**config.mk**
```make
export PLATFORM = sky130hd
export DESIGN_NAME = smb_blkbuf_engine
export DESIGN_NICKNAME = d
export VERILOG_FILES = /design/src/rtl/smb_bb_pkg.sv /design/src/rtl/smb_bb_buffer.sv /design/src/rtl/smb_bb_ctrl.sv /design/src/rtl/smb_blkbuf_engine.sv
export SDC_FILE = /design/constraint.sdc
export NUM_CORES = 1
export LEC_CHECK = 0
export ABC_CLOCK_PERIOD_IN_PS = 5400
export BUFFER_PORTS_ARGS = -buffer_cell sky130_fd_sc_hd__buf_2
export CAP_MARGIN = 20
export CORE_MARGIN = 5
export CORE_UTILIZATION = 35
export CTS_CLUSTER_SIZE = 30
export DETAILED_ROUTE_END_ITERATION = 8
export PLACE_DENSITY = 0.49
export SETUP_SLACK_MARGIN = 0.4
export SYNTH_ARGS = -nofsm -noshare
export SYNTH_HDL_FRONTEND = slang
export SYNTH_SLANG_ARGS = --single-unit
```
**constraint.sdc**
```tcl
create_clock -name clk -period 5.4 [get_ports clk]
set_clock_uncertainty 0.15 [all_clocks]
set_input_delay 1.35 -clock clk [delete_from_list [all_inputs] [get_ports clk]]
set_output_delay 1.35 -clock clk [all_outputs]
set_load 0.05 [all_outputs]
```
**src/rtl/smb_bb_pkg.sv**
```systemverilog
package smb_bb_pkg;

    typedef enum logic [1:0] {
        ST_IDLE    = 2'd0,
        ST_WAIT_RD = 2'd1,
        ST_WAIT_WR = 2'd2
    } bb_state_t;

    // status request bits, MSB first: bit3 .. bit0
    typedef struct packed {
        logic byte_done;
        logic dev_err;
        logic intr;
        logic busy;
    } sts_req_t;

    localparam sts_req_t STS_NONE = '{byte_done: 1'b0, dev_err: 1'b0, intr: 1'b0, busy: 1'b0};

    function automatic sts_req_t sts_req(input logic bd, input logic de,
                                         input logic it, input logic bz);
        sts_req_t r;
        r.byte_done = bd;
        r.dev_err   = de;
        r.intr      = it;
        r.busy      = bz;
        return r;
    endfunction

endpackage

```
**src/rtl/smb_bb_buffer.sv**
```systemverilog
module smb_bb_buffer #(
    parameter int DEPTH = 32,
    parameter int DW    = 8,
    parameter int NRD   = 3,
    localparam int AW   = $clog2(DEPTH)
) (
    input  logic                    clk,
    input  logic                    rst,
    input  logic                    a_we,
    input  logic [AW-1:0]           a_addr,
    input  logic [DW-1:0]           a_data,
    input  logic                    b_we,
    input  logic [AW-1:0]           b_addr,
    input  logic [DW-1:0]           b_data,
    input  logic [NRD-1:0][AW-1:0]  rd_addr,
    output logic [NRD-1:0][DW-1:0]  rd_data
);

    logic [DW-1:0] mem_q [DEPTH];

    // port A (engine side) wins over port B (sequencer) on the same entry
    always_ff @(posedge clk) begin
        if (rst) begin
            for (int i = 0; i < DEPTH; i++) mem_q[i] <= '0;
        end else begin
            if (b_we) mem_q[b_addr] <= b_data;
            if (a_we) mem_q[a_addr] <= a_data;
        end
    end

    for (genvar p = 0; p < NRD; p++) begin : g_rd
        assign rd_data[p] = mem_q[rd_addr[p]];
    end

endmodule

```
**src/rtl/smb_bb_ctrl.sv**
```systemverilog
module smb_bb_ctrl
    import smb_bb_pkg::*;
#(
    parameter int DEPTH = 32,
    parameter int DW    = 8,
    parameter int CW    = 8,
    localparam int AW   = $clog2(DEPTH),
    localparam int IW   = AW + 1
) (
    input  logic          clk,
    input  logic          rst,
    input  logic          force_buffered_i,
    input  logic          aux_wr_i,
    input  logic          aux_buffered_i,
    input  logic          bd_wr_i,
    input  logic          bd_rd_i,
    input  logic [DW-1:0] bd_wdata_i,
    output logic [DW-1:0] bd_rdata_o,
    input  logic          sts_wr_i,
    input  logic          start_i,
    input  logic          start_read_i,
    input  logic          last_byte_i,
    input  logic [CW-1:0] count_i,
    output sts_req_t      sts_set_o,
    output logic          sts_clr_busy_o,
    output logic          buffered_o,
    output logic          seq_go_wr_o,
    input  logic          seq_wr_done_i,
    input  logic          seq_wr_err_i,
    input  logic          seq_rd_done_i,
    input  logic          seq_rd_err_i,
    output logic          sw_we_o,
    output logic [AW-1:0] sw_waddr_o,
    output logic [DW-1:0] sw_wdata_o,
    output logic [AW-1:0] cur_raddr_o,
    output logic [AW-1:0] nxt_raddr_o,
    input  logic [DW-1:0] cur_rdata_i,
    input  logic [DW-1:0] nxt_rdata_i
);

    bb_state_t     state_q, state_d;
    logic          pend_q, pend_d;
    logic          dir_rd_q, dir_rd_d;
    logic          buffered_q, buffered_d;
    logic [IW-1:0] idx_q, idx_d;
    logic [DW-1:0] hold_q, hold_d;

    logic [IW-1:0] widx, widx_n, idx_n;
    logic          rd_fin;

    assign widx   = (idx_q >= IW'(DEPTH)) ? '0 : idx_q;
    assign widx_n = widx + 1'b1;
    assign idx_n  = idx_q + 1'b1;
    assign rd_fin = (state_q == ST_WAIT_RD) && (seq_rd_done_i || seq_rd_err_i);

    assign cur_raddr_o = widx[AW-1:0];
    assign nxt_raddr_o = rd_fin ? '0 : idx_n[AW-1:0];
    assign bd_rdata_o  = buffered_q ? cur_rdata_i : hold_q;
    assign buffered_o  = buffered_q;

    always_comb begin
        state_d        = state_q;
        pend_d         = pend_q;
        dir_rd_d       = dir_rd_q;
        buffered_d     = buffered_q;
        idx_d          = idx_q;
        hold_d         = hold_q;
        sts_set_o      = STS_NONE;
        sts_clr_busy_o = 1'b0;
        seq_go_wr_o    = 1'b0;
        sw_we_o        = 1'b0;
        sw_waddr_o     = widx[AW-1:0];
        sw_wdata_o     = bd_wdata_i;

        if (aux_wr_i) buffered_d = aux_buffered_i;

        // software block data port
        if (bd_wr_i) begin
            if (buffered_q) begin
                sw_we_o = 1'b1;
                idx_d   = widx_n;
            end else begin
                hold_d = bd_wdata_i;
            end
        end
        if (bd_rd_i && buffered_q) begin
            idx_d = widx_n;
            if (pend_q && (CW'(widx_n) == count_i)) begin
                pend_d         = 1'b0;
                idx_d          = '0;
                sts_clr_busy_o = 1'b1;
            end
        end

        // byte-at-a-time handshake
        if (sts_wr_i && !buffered_q && pend_q && state_q == ST_IDLE) begin
            if (!dir_rd_q) begin
                idx_d = idx_n;
                if (CW'(idx_n) == count_i) begin
                    seq_go_wr_o = 1'b1;
                    state_d     = ST_WAIT_WR;
                end else begin
                    sw_we_o    = 1'b1;
                    sw_waddr_o = idx_n[AW-1:0];
                    sw_wdata_o = hold_q;
                    sts_set_o  = sts_req(1'b1, 1'b0, 1'b0, 1'b0);
                end
            end else begin
                hold_d = nxt_rdata_i;
                if (last_byte_i) begin
                    idx_d          = '0;
                    pend_d         = 1'b0;
                    sts_set_o      = sts_req(1'b0, 1'b0, 1'b1, 1'b0);
                    sts_clr_busy_o = 1'b1;
                end else begin
                    idx_d     = idx_n;
                    sts_set_o = sts_req(1'b1, 1'b0, 1'b0, 1'b0);
                end
            end
        end

        // sequencer completions
        if (state_q == ST_WAIT_WR && (seq_wr_done_i || seq_wr_err_i)) begin
            state_d = ST_IDLE;
            pend_d  = 1'b0;
            if (seq_wr_err_i) begin
                sts_set_o = sts_req(1'b0, 1'b1, 1'b0, 1'b0);
            end else begin
                sts_set_o      = sts_req(1'b0, 1'b0, 1'b1, 1'b0);
                sts_clr_busy_o = 1'b1;
            end
        end
        if (rd_fin) begin
            state_d = ST_IDLE;
            idx_d   = '0;
            if (seq_rd_err_i) begin
                pend_d    = 1'b0;
                sts_set_o = sts_req(1'b0, 1'b1, 1'b0, 1'b0);
            end else if (buffered_q) begin
                pend_d    = 1'b1;
                sts_set_o = sts_req(1'b0, 1'b0, 1'b1, 1'b0);
            end else begin
                pend_d    = 1'b1;
                hold_d    = nxt_rdata_i;
                sts_set_o = sts_req(1'b1, 1'b0, 1'b0, 1'b1);
            end
        end

        // start overrides everything above
        if (start_i) begin
            sts_set_o      = STS_NONE;
            sts_clr_busy_o = 1'b0;
            seq_go_wr_o    = 1'b0;
            pend_d         = 1'b0;
            idx_d          = '0;
            state_d        = ST_IDLE;
            dir_rd_d       = start_read_i;
            if (start_read_i) begin
                state_d = ST_WAIT_RD;
            end else if (buffered_q) begin
                if (CW'(idx_q) == count_i) begin
                    seq_go_wr_o = 1'b1;
                    state_d     = ST_WAIT_WR;
                end else begin
                    sts_set_o = sts_req(1'b0, 1'b1, 1'b0, 1'b0);
                end
            end else begin
                sw_we_o    = 1'b1;
                sw_waddr_o = '0;
                sw_wdata_o = hold_q;
                pend_d     = 1'b1;
                sts_set_o  = sts_req(1'b1, 1'b0, 1'b0, 1'b1);
            end
        end
    end

    always_ff @(posedge clk) begin
        if (rst) begin
            state_q    <= ST_IDLE;
            pend_q     <= 1'b0;
            dir_rd_q   <= 1'b0;
            buffered_q <= force_buffered_i;
            idx_q      <= '0;
            hold_q     <= '0;
        end else begin
            state_q    <= state_d;
            pend_q     <= pend_d;
            dir_rd_q   <= dir_rd_d;
            buffered_q <= buffered_d;
            idx_q      <= idx_d;
            hold_q     <= hold_d;
        end
    end

    AST_START_IDX_ZERO: assert property (@(posedge clk) disable iff (rst)
        start_i |=> (idx_q == '0));
    AST_GO_ENTERS_WAIT: assert property (@(posedge clk) disable iff (rst)
        seq_go_wr_o |=> (state_q == ST_WAIT_WR));
    AST_NO_INTR_WITH_ERR: assert property (@(posedge clk) disable iff (rst)
        !(sts_set_o.intr && sts_set_o.dev_err));
    AST_CLR_BUSY_CLOSES: assert property (@(posedge clk) disable iff (rst)
        sts_clr_busy_o |=> !pend_q);
    AST_BYTE_DONE_PENDING: assert property (@(posedge clk) disable iff (rst)
        sts_set_o.byte_done |=> pend_q);

endmodule

```
**src/rtl/smb_blkbuf_engine.sv**
```systemverilog
module smb_blkbuf_engine
    import smb_bb_pkg::*;
#(
    parameter int DEPTH = 32,
    parameter int DW    = 8,
    parameter int CW    = 8
) (
    input  logic                     clk,
    input  logic                     rst,
    input  logic                     force_buffered_i,
    input  logic                     aux_wr_i,
    input  logic                     aux_buffered_i,
    input  logic                     bd_wr_i,
    input  logic                     bd_rd_i,
    input  logic [DW-1:0]            bd_wdata_i,
    output logic [DW-1:0]            bd_rdata_o,
    input  logic                     sts_wr_i,
    input  logic                     start_i,
    input  logic                     start_read_i,
    input  logic                     last_byte_i,
    input  logic [CW-1:0]            count_i,
    output logic [3:0]               sts_set_o,
    output logic                     sts_clr_busy_o,
    output logic                     buffered_o,
    output logic                     seq_go_wr_o,
    input  logic                     seq_wr_done_i,
    input  logic                     seq_wr_err_i,
    input  logic                     seq_rd_done_i,
    input  logic                     seq_rd_err_i,
    input  logic                     buf_we_i,
    input  logic [$clog2(DEPTH)-1:0] buf_waddr_i,
    input  logic [DW-1:0]            buf_wdata_i,
    input  logic [$clog2(DEPTH)-1:0] buf_raddr_i,
    output logic [DW-1:0]            buf_rdata_o
);

    localparam int AW  = $clog2(DEPTH);
    localparam int NRD = 3;

    sts_req_t               set_req;
    logic                   sw_we;
    logic [AW-1:0]          sw_waddr, cur_raddr, nxt_raddr;
    logic [DW-1:0]          sw_wdata;
    logic [NRD-1:0][AW-1:0] rd_addr;
    logic [NRD-1:0][DW-1:0] rd_data;

    assign rd_addr     = {buf_raddr_i, nxt_raddr, cur_raddr};
    assign buf_rdata_o = rd_data[2];
    assign sts_set_o   = set_req;

    smb_bb_buffer #(.DEPTH(DEPTH), .DW(DW), .NRD(NRD)) u_buf (
        .clk     (clk),
        .rst     (rst),
        .a_we    (sw_we),
        .a_addr  (sw_waddr),
        .a_data  (sw_wdata),
        .b_we    (buf_we_i),
        .b_addr  (buf_waddr_i),
        .b_data  (buf_wdata_i),
        .rd_addr (rd_addr),
        .rd_data (rd_data)
    );

    smb_bb_ctrl #(.DEPTH(DEPTH), .DW(DW), .CW(CW)) u_ctrl (
        .clk              (clk),
        .rst              (rst),
        .force_buffered_i (force_buffered_i),
        .aux_wr_i         (aux_wr_i),
        .aux_buffered_i   (aux_buffered_i),
        .bd_wr_i          (bd_wr_i),
        .bd_rd_i          (bd_rd_i),
        .bd_wdata_i       (bd_wdata_i),
        .bd_rdata_o       (bd_rdata_o),
        .sts_wr_i         (sts_wr_i),
        .start_i          (start_i),
        .start_read_i     (start_read_i),
        .last_byte_i      (last_byte_i),
        .count_i          (count_i),
        .sts_set_o        (set_req),
        .sts_clr_busy_o   (sts_clr_busy_o),
        .buffered_o       (buffered_o),
        .seq_go_wr_o      (seq_go_wr_o),
        .seq_wr_done_i    (seq_wr_done_i),
        .seq_wr_err_i     (seq_wr_err_i),
        .seq_rd_done_i    (seq_rd_done_i),
        .seq_rd_err_i     (seq_rd_err_i),
        .sw_we_o          (sw_we),
        .sw_waddr_o       (sw_waddr),
        .sw_wdata_o       (sw_wdata),
        .cur_raddr_o      (cur_raddr),
        .nxt_raddr_o      (nxt_raddr),
        .cur_rdata_i      (rd_data[0]),
        .nxt_rdata_i      (rd_data[1])
    );

endmodule

```
### Yosys cells after proc, flatten, opt, wreduce, memory -nomap -nowiden

Memories as Yosys holds them, arrays and structs flattened.
Index checks and enable logic that the tools add are counted.

| storage, ports and cells | value |
|---|---|
| memory bits (writable) | 256 |
| memories | 1 |
| logic and storage cells | 138 |
| output and inout port bits | 23 |
| register bits | 19 |
| input port bits | 50 |

Memory list:

| memory | words | bits a word | rd ports | clocked after memory_dff | write ports | line | RTL |
|---|---|---|---|---|---|---|---|
| u_buf.mem_q | 32 | 8 | 3 | 0 | 32 | smb_bb_buffer.sv:19 | `logic [DW-1:0] mem_q [DEPTH];` |

| operators by class | value |
|---|---|
| multiplexer cells | 101 |
| eq/ne operators | 6 |
| magnitude comparators | 1 |
| reductions and logical operators | 21 |
| add/subtract/negate cells | 2 |

Operator list:

| operator | number |
|---|---|
| 2-to-1 mux 8 bit | 16 |
| 2-to-1 mux 6 bit | 8 |
| 2-to-1 mux 1 bit | 46 |
| 2-to-1 mux 5 bit | 9 |
| 2-to-1 mux 4 bit | 11 |
| equality test 6 x 8 -> 1 bit | 3 |
| 2-to-1 mux 2 bit | 9 |
| OR reduction 8 bit | 2 |
| adder 6 x 1 -> 6 bit, second input constant | 2 |
| nonzero test 4 bit | 2 |
| logical AND 1 bit | 7 |
| greater-or-equal comparator 6 bit, second input constant | 1 |
| 2-to-1 mux 3 bit | 2 |
| nonzero test 3 bit | 2 |
| != test 4 bit, second input constant | 1 |
| AND reduction 3 bit | 1 |
| OR reduction 3 bit | 1 |
| equality test 2 x 1 -> 1 bit, second input constant | 1 |
| equality test 2 bit, second input constant | 1 |
| zero test 2 bit | 1 |
| logical OR 1 bit | 2 |
| AND reduction 2 bit | 1 |
| nonzero test 2 bit | 1 |
| zero test 1 bit | 1 |

### Depth between registers and ports, before layout

Gate-level depths: netlist of run 1.

| logic depth | value |
|---|---|
| depth after elaboration | 13 |
| depth in mapped cells | 15 |
| depth with buffers taken out | 10 |

### Cells and area by module

From an unflattened synthesis of run 1, not the netlist that was laid out.

| second synthesis, totals | value |
|---|---|
| cells, all modules | 1304 |
| area, all modules | 19267.2 sq um |

Modules (own cells, without submodules):

| module | times used | cells an instance | area each (sq um) | sequential area each (sq um) |
|---|---|---|---|---|
| smb_bb_buffer | 1 | 1077 | 17385.4 | 7687.4 |
| smb_bb_ctrl | 1 | 227 | 1881.8 | 390.4 |

### Worst setup path after synthesis of run 1

OpenSTA, ideal clock, no wires.

| path | value |
|---|---|
| path kind | input -> output |
| start point | input buf_raddr_i[0] |
| end point | output buf_rdata_o[5] |
| required time | 3.900 ns |
| data arrival time | 3.712 ns |
| setup slack | 0.188 ns |
| stages on the path | 6 |
| cells stage by stage | clkbuf_1 -> clkbuf_1 -> clkbuf_1 -> mux4_2 -> mux4_2 -> mux2_2 |

| on the way | value |
|---|---|
| longest elaborated chain between the ends | 1 |

RTL lines:

| item | line | RTL |
|---|---|---|
| start: declaration | smb_blkbuf_engine.sv:33 | `input logic [$clog2(DEPTH)-1:0] buf_raddr_i,` |
| memory read (32 x 8 bit) | -- |  |
| end: declaration | smb_blkbuf_engine.sv:34 | `output logic [DW-1:0] buf_rdata_o` |

Every way passes these cells.

### Worst setup path after layout of run 1

| path | value |
|---|---|
| start point | register u_ctrl.idx_q[3] |
| end point | output bd_rdata_o[5] |

| on the way | value |
|---|---|
| longest elaborated chain between the ends | 4 |

RTL lines:

| item | line | RTL |
|---|---|---|
| start: declaration | smb_bb_ctrl.sv:45 | `logic [IW-1:0] idx_q, idx_d;` |
| start signal: assignment | smb_bb_ctrl.sv:190 | `idx_q <= idx_d;` |
| greater-or-equal comparator 6 bit | smb_bb_ctrl.sv:51 | `assign widx = (idx_q >= IW'(DEPTH)) ? '0 : idx_q;` |
| 2-to-1 mux 6 bit * | smb_bb_ctrl.sv:51 |  |
| memory read (32 x 8 bit) * | -- |  |
| 2-to-1 mux 8 bit * | smb_bb_ctrl.sv:58 | `assign bd_rdata_o = buffered_q ? cur_rdata_i : hold_q;` |
| end: declaration | smb_blkbuf_engine.sv:16 | `output logic [DW-1:0] bd_rdata_o,` |

Every way passes the cells marked *; elsewhere a longest branch is shown, timed or not.

==> summary.md, run 1 <==
| Metric | Value |
|---|---|
| Status | finished clean |
| Final nets | approximately 2000 |
| PwrDens | 258 nW/um^2 |
| Initial Util | 35.4% |
| Max_cap viols | 0 |
| Number of CTS-inserted buffers | 35 |
| Die width | 254 um |
| Setup CP Type | reg2out |
| Port bufs | between 70 and 80 |
| Final HPWL DP | 68000 um |
| YS warnings | 0 |
| Vias in the first global route | roughly 17000 |
| Post-synthesis mux area share | 32.0% |
| Htree depth | 2 |
| Layout cells sized above 1 | about 22% |
| R2R cell count | 9 |
| Unique cell type count in the Yosys netlist | 77 |
| Largest family of logic cells by synthesized area | multiplexers |
| Final setup margin | approximately 0.46 ns |
| Wire per inst | around 35 um |
| Fin crit period | 4.94 ns |
| Clk sinks | 275 |
| Post-synth EDFFs | 257 |
| Leading area contributor after synthesis | edfxtp_1 |
| Most common cell after layout, fill and taps aside | nand2_1 |
| Boundary Pins | 73 |
| Maximum root-to-sink buffer count | 3 |
| WP data required | 3.90 ns |
| Headroom to the max-slew limit | around 20% |
| Crit path from | u_ctrl.idx_q[3] |
| Actual slew at the worst max-slew pin | 1.20 ns |
| Initial antenna violation count | 6 |
| Final setup fails | 0 |
| RSZ-0062 raised after global routing | yes |
| Asr flop ratio synth | 0% |
| Worst Path Max Fanout | 10 |
| Post-Synthesis Cells | 1969 |
| Final GP Congestion | between 1 and 1.5 |
| Die Height | 254 um |
| Simple-gate share of the synthesized area | between 10% and 20% |
| R2r setup slk | 1.14 ns |
| DRC Markers | 0 |
| Rows | 89 |
| HP Start | u_ctrl.state_q[0] |
| Root buffer cell | clkbuf_16 |
| Final worst-path cycle share | 91.6% |
| Largest cells by area after synthesis | edfxtp_1, mux4_2, mux2i_1, nand2_1, clkbuf_1 |
| Adder-Cell Fraction of Synth Area | less than 1% |
| # diodes | 0 |
| Top cell type's share of synthesized area | 36.9% |
| Clk_lat worst skew | ~0.56 ns |
| Pre-Repair DR Iteration Count | 6 |
| Area of placed instances | 22400 sq um |
| Pre-CTS setup slack | 0.399 ns |
| Cell Area, Synth | 20900 sq um |
| Grt ovf | 0 |
| RR Startpoint | u_ctrl.idx_q[0] |
| CTS tree | yes |
| Post-DR vias/cell | roughly 6.6 |
| Largest net degree at the start of global routing | 92 |
| Sequential fraction of the synthesis area | 38.6% |
| CP Data Arrival Time | roughly 3.4 ns |
| Initial DRC Count | 2886 |
| Detailed Route WL | 96400 um |
| First-pass GRT wire length | about 130000 um |
| Hold WC Path Type | reg2reg |
| Critical Path Start Type | flip-flop |
| Fmax | approximately 0.20 GHz |
| Static Leak | 9.23 nW |
| Crit path capture | bd_rdata_o[5] |
| Worst VDD drop | 145 uV |
| Final Hold Fails | 0 |
| Syn-to-layout area delta | 12.6% |
| Complex-gate fraction of the synthesized area | 9.74% |
| Finished Cell Area | 23500 sq um |
| Flops & latches, synth | 275 |
| Filler cell count in the final layout | between 5000 and 6000 |
| Die Area | 64700 sq um |
| Max-slew violations | 0 |
| Area share of xor/xnor cells in the synthesized design | 0.796% |
| Worst r2r dst | u_buf.mem_q[21][1] |
| Most frequent cells in the layout | nand2_1, mux2i_1, edfxtp_1, mux4_2, buf_4 |
| Synthesized area per cell | ~11 sq um |
| Worst Setup End Kind | output pin |
| Final ANT Viol Nets | 0 |
| Core box area | a little under 60000 sq um |
| Dominant synthesized flop cell | edfxtp_1 |
| Clock slew at reported path FFs | 0.06 ns |
| Syn Nets | 2022 |
| Vias | 18300 |
| Global Route Usage Sum | just under 30% |
| TNS Setup | 0 ns |
## where the power goes
group          internal, mW  switching (mW)  total (mW)
clock network          1.19           0.951        2.15
registers              2.44           0.181        2.62
logic                 0.467           0.832        1.30
total                  4.10            1.96        6.07
## critical path: stages, from the launching register on
cell and delay, ns:
dfxtp_1 0.31, buf_4 0.17, inv_1 0.10, nor2_2 0.54, buf_4 0.30, mux4_2 0.33
a211oi_1 0.45, a31oi_1 0.17, a21oi_1 0.23, buf_2 0.31
## kinds of logic (layout without fill, tap and decap cells)
family,count (synthesis),after routing
adder cells (fa/ha/maj),3,3
XOR/XNOR,19,19
AO/OA/AOI/OAI,294,294
multiplexers,484,484
buffers and inverters,217,262
AND/OR/NAND/NOR,677,677
flip-flops,275,275
## final cells by class
type | count | area (sq um) | share of cell area [%]
inverter | 10 | 42.5 | 0.181
clock inverter | 17 | 91.3 | 0.388
multi-input combinational | 1477 | 12000 | 51.1
sequential | 275 | 8080 | 34.3
tap | 773 | 967 | 4.11
clock buffer | 44 | 910 | 3.86
timing repair buffer | 191 | 1430 | 6.07
## worst min path at each step
stage	end	slack (ns)	cells after the start
6_report	u_ctrl.state_q[0]	0.39	2
5_1_grt	u_ctrl.state_q[0]	0.41	2
4_1_cts	u_ctrl.state_q[0]	0.39	2
3_5_place_dp	u_ctrl.state_q[0]	0.37	2
3_3_place_gp	u_ctrl.state_q[0]	0.36	2
2_1_floorplan	u_ctrl.state_q[0]	0.33	2
## synth_stat cells, drive strengths merged (18+ instances only)
master / n
dfxtp: 18
o21ai: 44
clkbuf: 104
a211oi: 21
o22ai: 46
nand4: 23
nand2: 412
edfxtp: 257
mux2: 32
nor3: 26
mux2i: 310
a21oi: 48
nand3: 41
nor2: 95
a31oi: 26
mux4: 142
buf: 103
## what timing repair did
| action | 4_1_cts | 5_1_grt |
|---|---|---|
| hold buffers | 0 | 0 |
| endpoints found under the setup margin | 10 | 14 |
| setup buffers | 1 | 0 |
| pin swaps | 1 | 0 |
| gates resized for setup | 4 | 13 |
## stage by stage
step           hold WS (ns)  power, mW  util (%)  std cells
3_3_place_gp          0.365       3.91      37.9       2722
4_1_cts               0.385       6.03      39.7       2785
5_1_grt               0.414       6.22      39.8       2787
6_report              0.395       6.07      39.8       2787
3_5_place_dp          0.367       3.91      38.0       2723
2_1_floorplan         0.329       3.35         -       1969
## flip-flops by register name, indices dropped and copies added (netlist names)
register,flops
u_buf.mem_q,256
u_ctrl.buffered_o,1
u_ctrl.dir_rd_q,1
u_ctrl.hold_q,8
u_ctrl.idx_q,6
u_ctrl.pend_q,1
u_ctrl.state_q,2
## per-layer routing
layer  global-route usage, %  up-vias  wire length, um
met4                    8.94        2             3570
li1                        -     7549                -
met1                    42.1     9160            39800
met5                       0        -               13
met2                    42.2     1394            40700
met3                    7.86      199            12300
Note: power is estimated with default switching activity, not from simulation.
==> inputs of run 2 (changes only) <==
- BUFFER_PORTS_ARGS: -buffer_cell sky130_fd_sc_hd__buf_2 -> unset
- DONT_BUFFER_PORTS: unset -> 1
- PLACE_DENSITY: 0.49 -> 0.48
==> summary.md, run 2 (synthesized netlist as in run 1, its figures left out) <==
| Metric | Value |
|---|---|
| Syn-to-layout area delta | 10.0% |
| Wire per inst | 34.3 um |
| Actual slew at the worst max-slew pin | roughly 1.0 ns |
| WP data required | 3.90 ns |
| Final worst-path cycle share | around 93% |
| Boundary Pins | 73 |
| Max-slew violations | 0 |
| Initial DRC Count | 2641 |
| Non-filler cells, final | 2702 |
| Dpl cells | 2641 |
| Seq. cell area | 8080 sq um |
| Worst Path Max Fanout | 41 |
| Clk_lat worst skew | approximately 0.56 ns |
| Vias in the first global route | around 17000 |
| Post-DR vias/cell | 6.62 |
| Most frequent cells in the layout | nand2_1, mux2i_1, edfxtp_1, mux4_2, buf_4 |
| PwrDens | 259 nW/um^2 |
| Multi-input combinational cell area | between 10000 and 15000 sq um |
| Die Area | between 60000 and 70000 sq um |
| RR Startpoint | u_ctrl.idx_q[1] |
| Max FFs per register | 256 |
| Rows | 89 |
| Grt ovf | 0 |
| Number of CTS-inserted buffers | 34 |
| Static Leak | 8.86 nW |
| Layout cells sized above 1 | 19.2% |
| Worst VDD drop | 180 uV |
| Die Height | roughly 250 um |
| Crit path from | u_ctrl.idx_q[5] |
| Final setup fails | 0 |
| Status | finished clean |
| Most common cell after layout, fill and taps aside | nand2_1 |
| Maximum root-to-sink buffer count | 3 |
| Core box area | 59100 sq um |
| R2R cell count | 9 |
| Htree depth | 2 |
| Worst r2r dst | u_buf.mem_q[24][5] |
| Hold depth | 2 |
| Worst Setup End Kind | output pin |
| Max_cap viols | 0 |
| Critical Path Start Type | flip-flop |
| HP Start | u_ctrl.state_q[0] |
| Setup CP Type | reg2out |
| Most flop-heavy register | u_buf.mem_q |
| DRC Markers | 0 |
| Final GP Congestion | 0.988 |
| First-pass GRT wire length | ~130000 um |
| Detailed Route WL | 92700 um |
| Clock slew at reported path FFs | 0.07 ns |
| Fin crit period | 5.04 ns |
| Vias | 17900 |
| Clk sinks | approximately 280 |
| Pre-Repair DR Iteration Count | 9 |
| Largest net degree at the start of global routing | 71 |
| Root buffer cell | clkbuf_16 |
| Fmax | 0.199 GHz |
| Final ANT Viol Nets | 0 |
| Hold WC Path Type | reg2reg |
| Final Hold Fails | 0 |
| Filler cell count in the final layout | 5697 |
| R2r setup slk | 1.06 ns |
| Final nets | 1959 |
| Die width | 254 um |
| Largest regs | u_buf.mem_q (256), u_ctrl.hold_q (8), u_ctrl.idx_q (6) |
| Headroom to the max-slew limit | 30.6% |
| # diodes | 0 |
| Port bufs | 0 |
| Final HPWL DP | between 60000 and 70000 um |
| Initial antenna violation count | 0 |
| RSZ-0062 raised after global routing | no |
| Hold-fix buffers, CTS | 0 |
| Initial Util | 35.4% |
| Worst Hold End | u_ctrl.state_q[0] |
| TNS Setup | 0 ns |
| CP Data Arrival Time | 3.54 ns |
| Global Route Usage Sum | 27.8% |
| CTS tree | yes |
==> run 2: cell count changes in the layout (fill, tap and decap cells not counted), sizes merged <==
cell	before	now
inv	10	11
clkinv	15	13
clkbuf	46	42
bufinv	0	1
buf	189	108
==> run 2: worst max-delay path: stages, from the launching register on <==
cell,delay [ns]
dfxtp_2,0.42
nand2b_2,0.21
buf_6,0.40
o22ai_1,0.21
mux4_2,0.48
a211oi_1,0.47
a31oi_1,0.20
a21oi_1,0.32
buf_4,0.26
==> run 2: how the worst max path moves through the flow <==
stage / end / slack [ns] / depth (start not counted)
global route: bd_rdata_o[4] / 0.41 / 8
floorplan: buf_rdata_o[3] / 0.40 / 6
finish: bd_rdata_o[5] / 0.36 / 8
CTS: sts_clr_busy_o / 0.37 / 13
detailed placement: u_buf.mem_q[24][7] / 0.73 / 8
global placement: sts_set_o[3] / 0.79 / 6
==> run 2: repair_timing <==
action                                  CTS  global route
endpoints found under the setup margin    8             3
pin swaps                                 1             1
buffers inserted                          1             0
gates resized for setup                   3             7
==> run 2: report_power, final <==
| group | internal [mW] | total (mW) | switching (mW) | leakage, nW |
|---|---|---|---|---|
| combinational | 0.440 | 1.16 | 0.717 | 5.67 |
| clock | 1.24 | 2.19 | 0.958 | 0.496 |
| sequential | 2.44 | 2.61 | 0.165 | 2.69 |
==> run 2: cell type report <==
class                   count  share of cell area [%]
clock buffers              42                    3.92
multi-input cells        1477                    52.2
well taps                 773                    4.21
flip-flops and latches    275                    35.1
clock inverters            17                   0.500
repair buffers            108                    3.81
inverters                  10                   0.185
==> run 2: through the flow <==
step / cell area [sq um] / util, % / worst slack (ns) / hold WS (ns) / total power [mW]
final: 23000 / 38.9 / 0.365 / 0.390 / 5.96
after floorplan: 20900 / - / 0.402 / 0.329 / 3.35
after global placement: 21900 / 37.1 / 0.790 / 0.366 / 3.76
after CTS: 23000 / 38.8 / 0.370 / 0.375 / 5.94
after detailed placement: 21900 / 37.1 / 0.732 / 0.366 / 3.76
after global routing: 23000 / 38.9 / 0.406 / 0.403 / 6.09
==> run 2: per-layer routing <==
layer | up-vias | share of wire (%) | global-route usage [%]
li1 | 7381 | - | -
met1 | 9049 | 40 | 38.8
met2 | 1254 | 43 | 41.7
met3 | 208 | 12 | 8.08
met4 | 0 | 4.0 | 9.44
met5 | - | 0 | 0
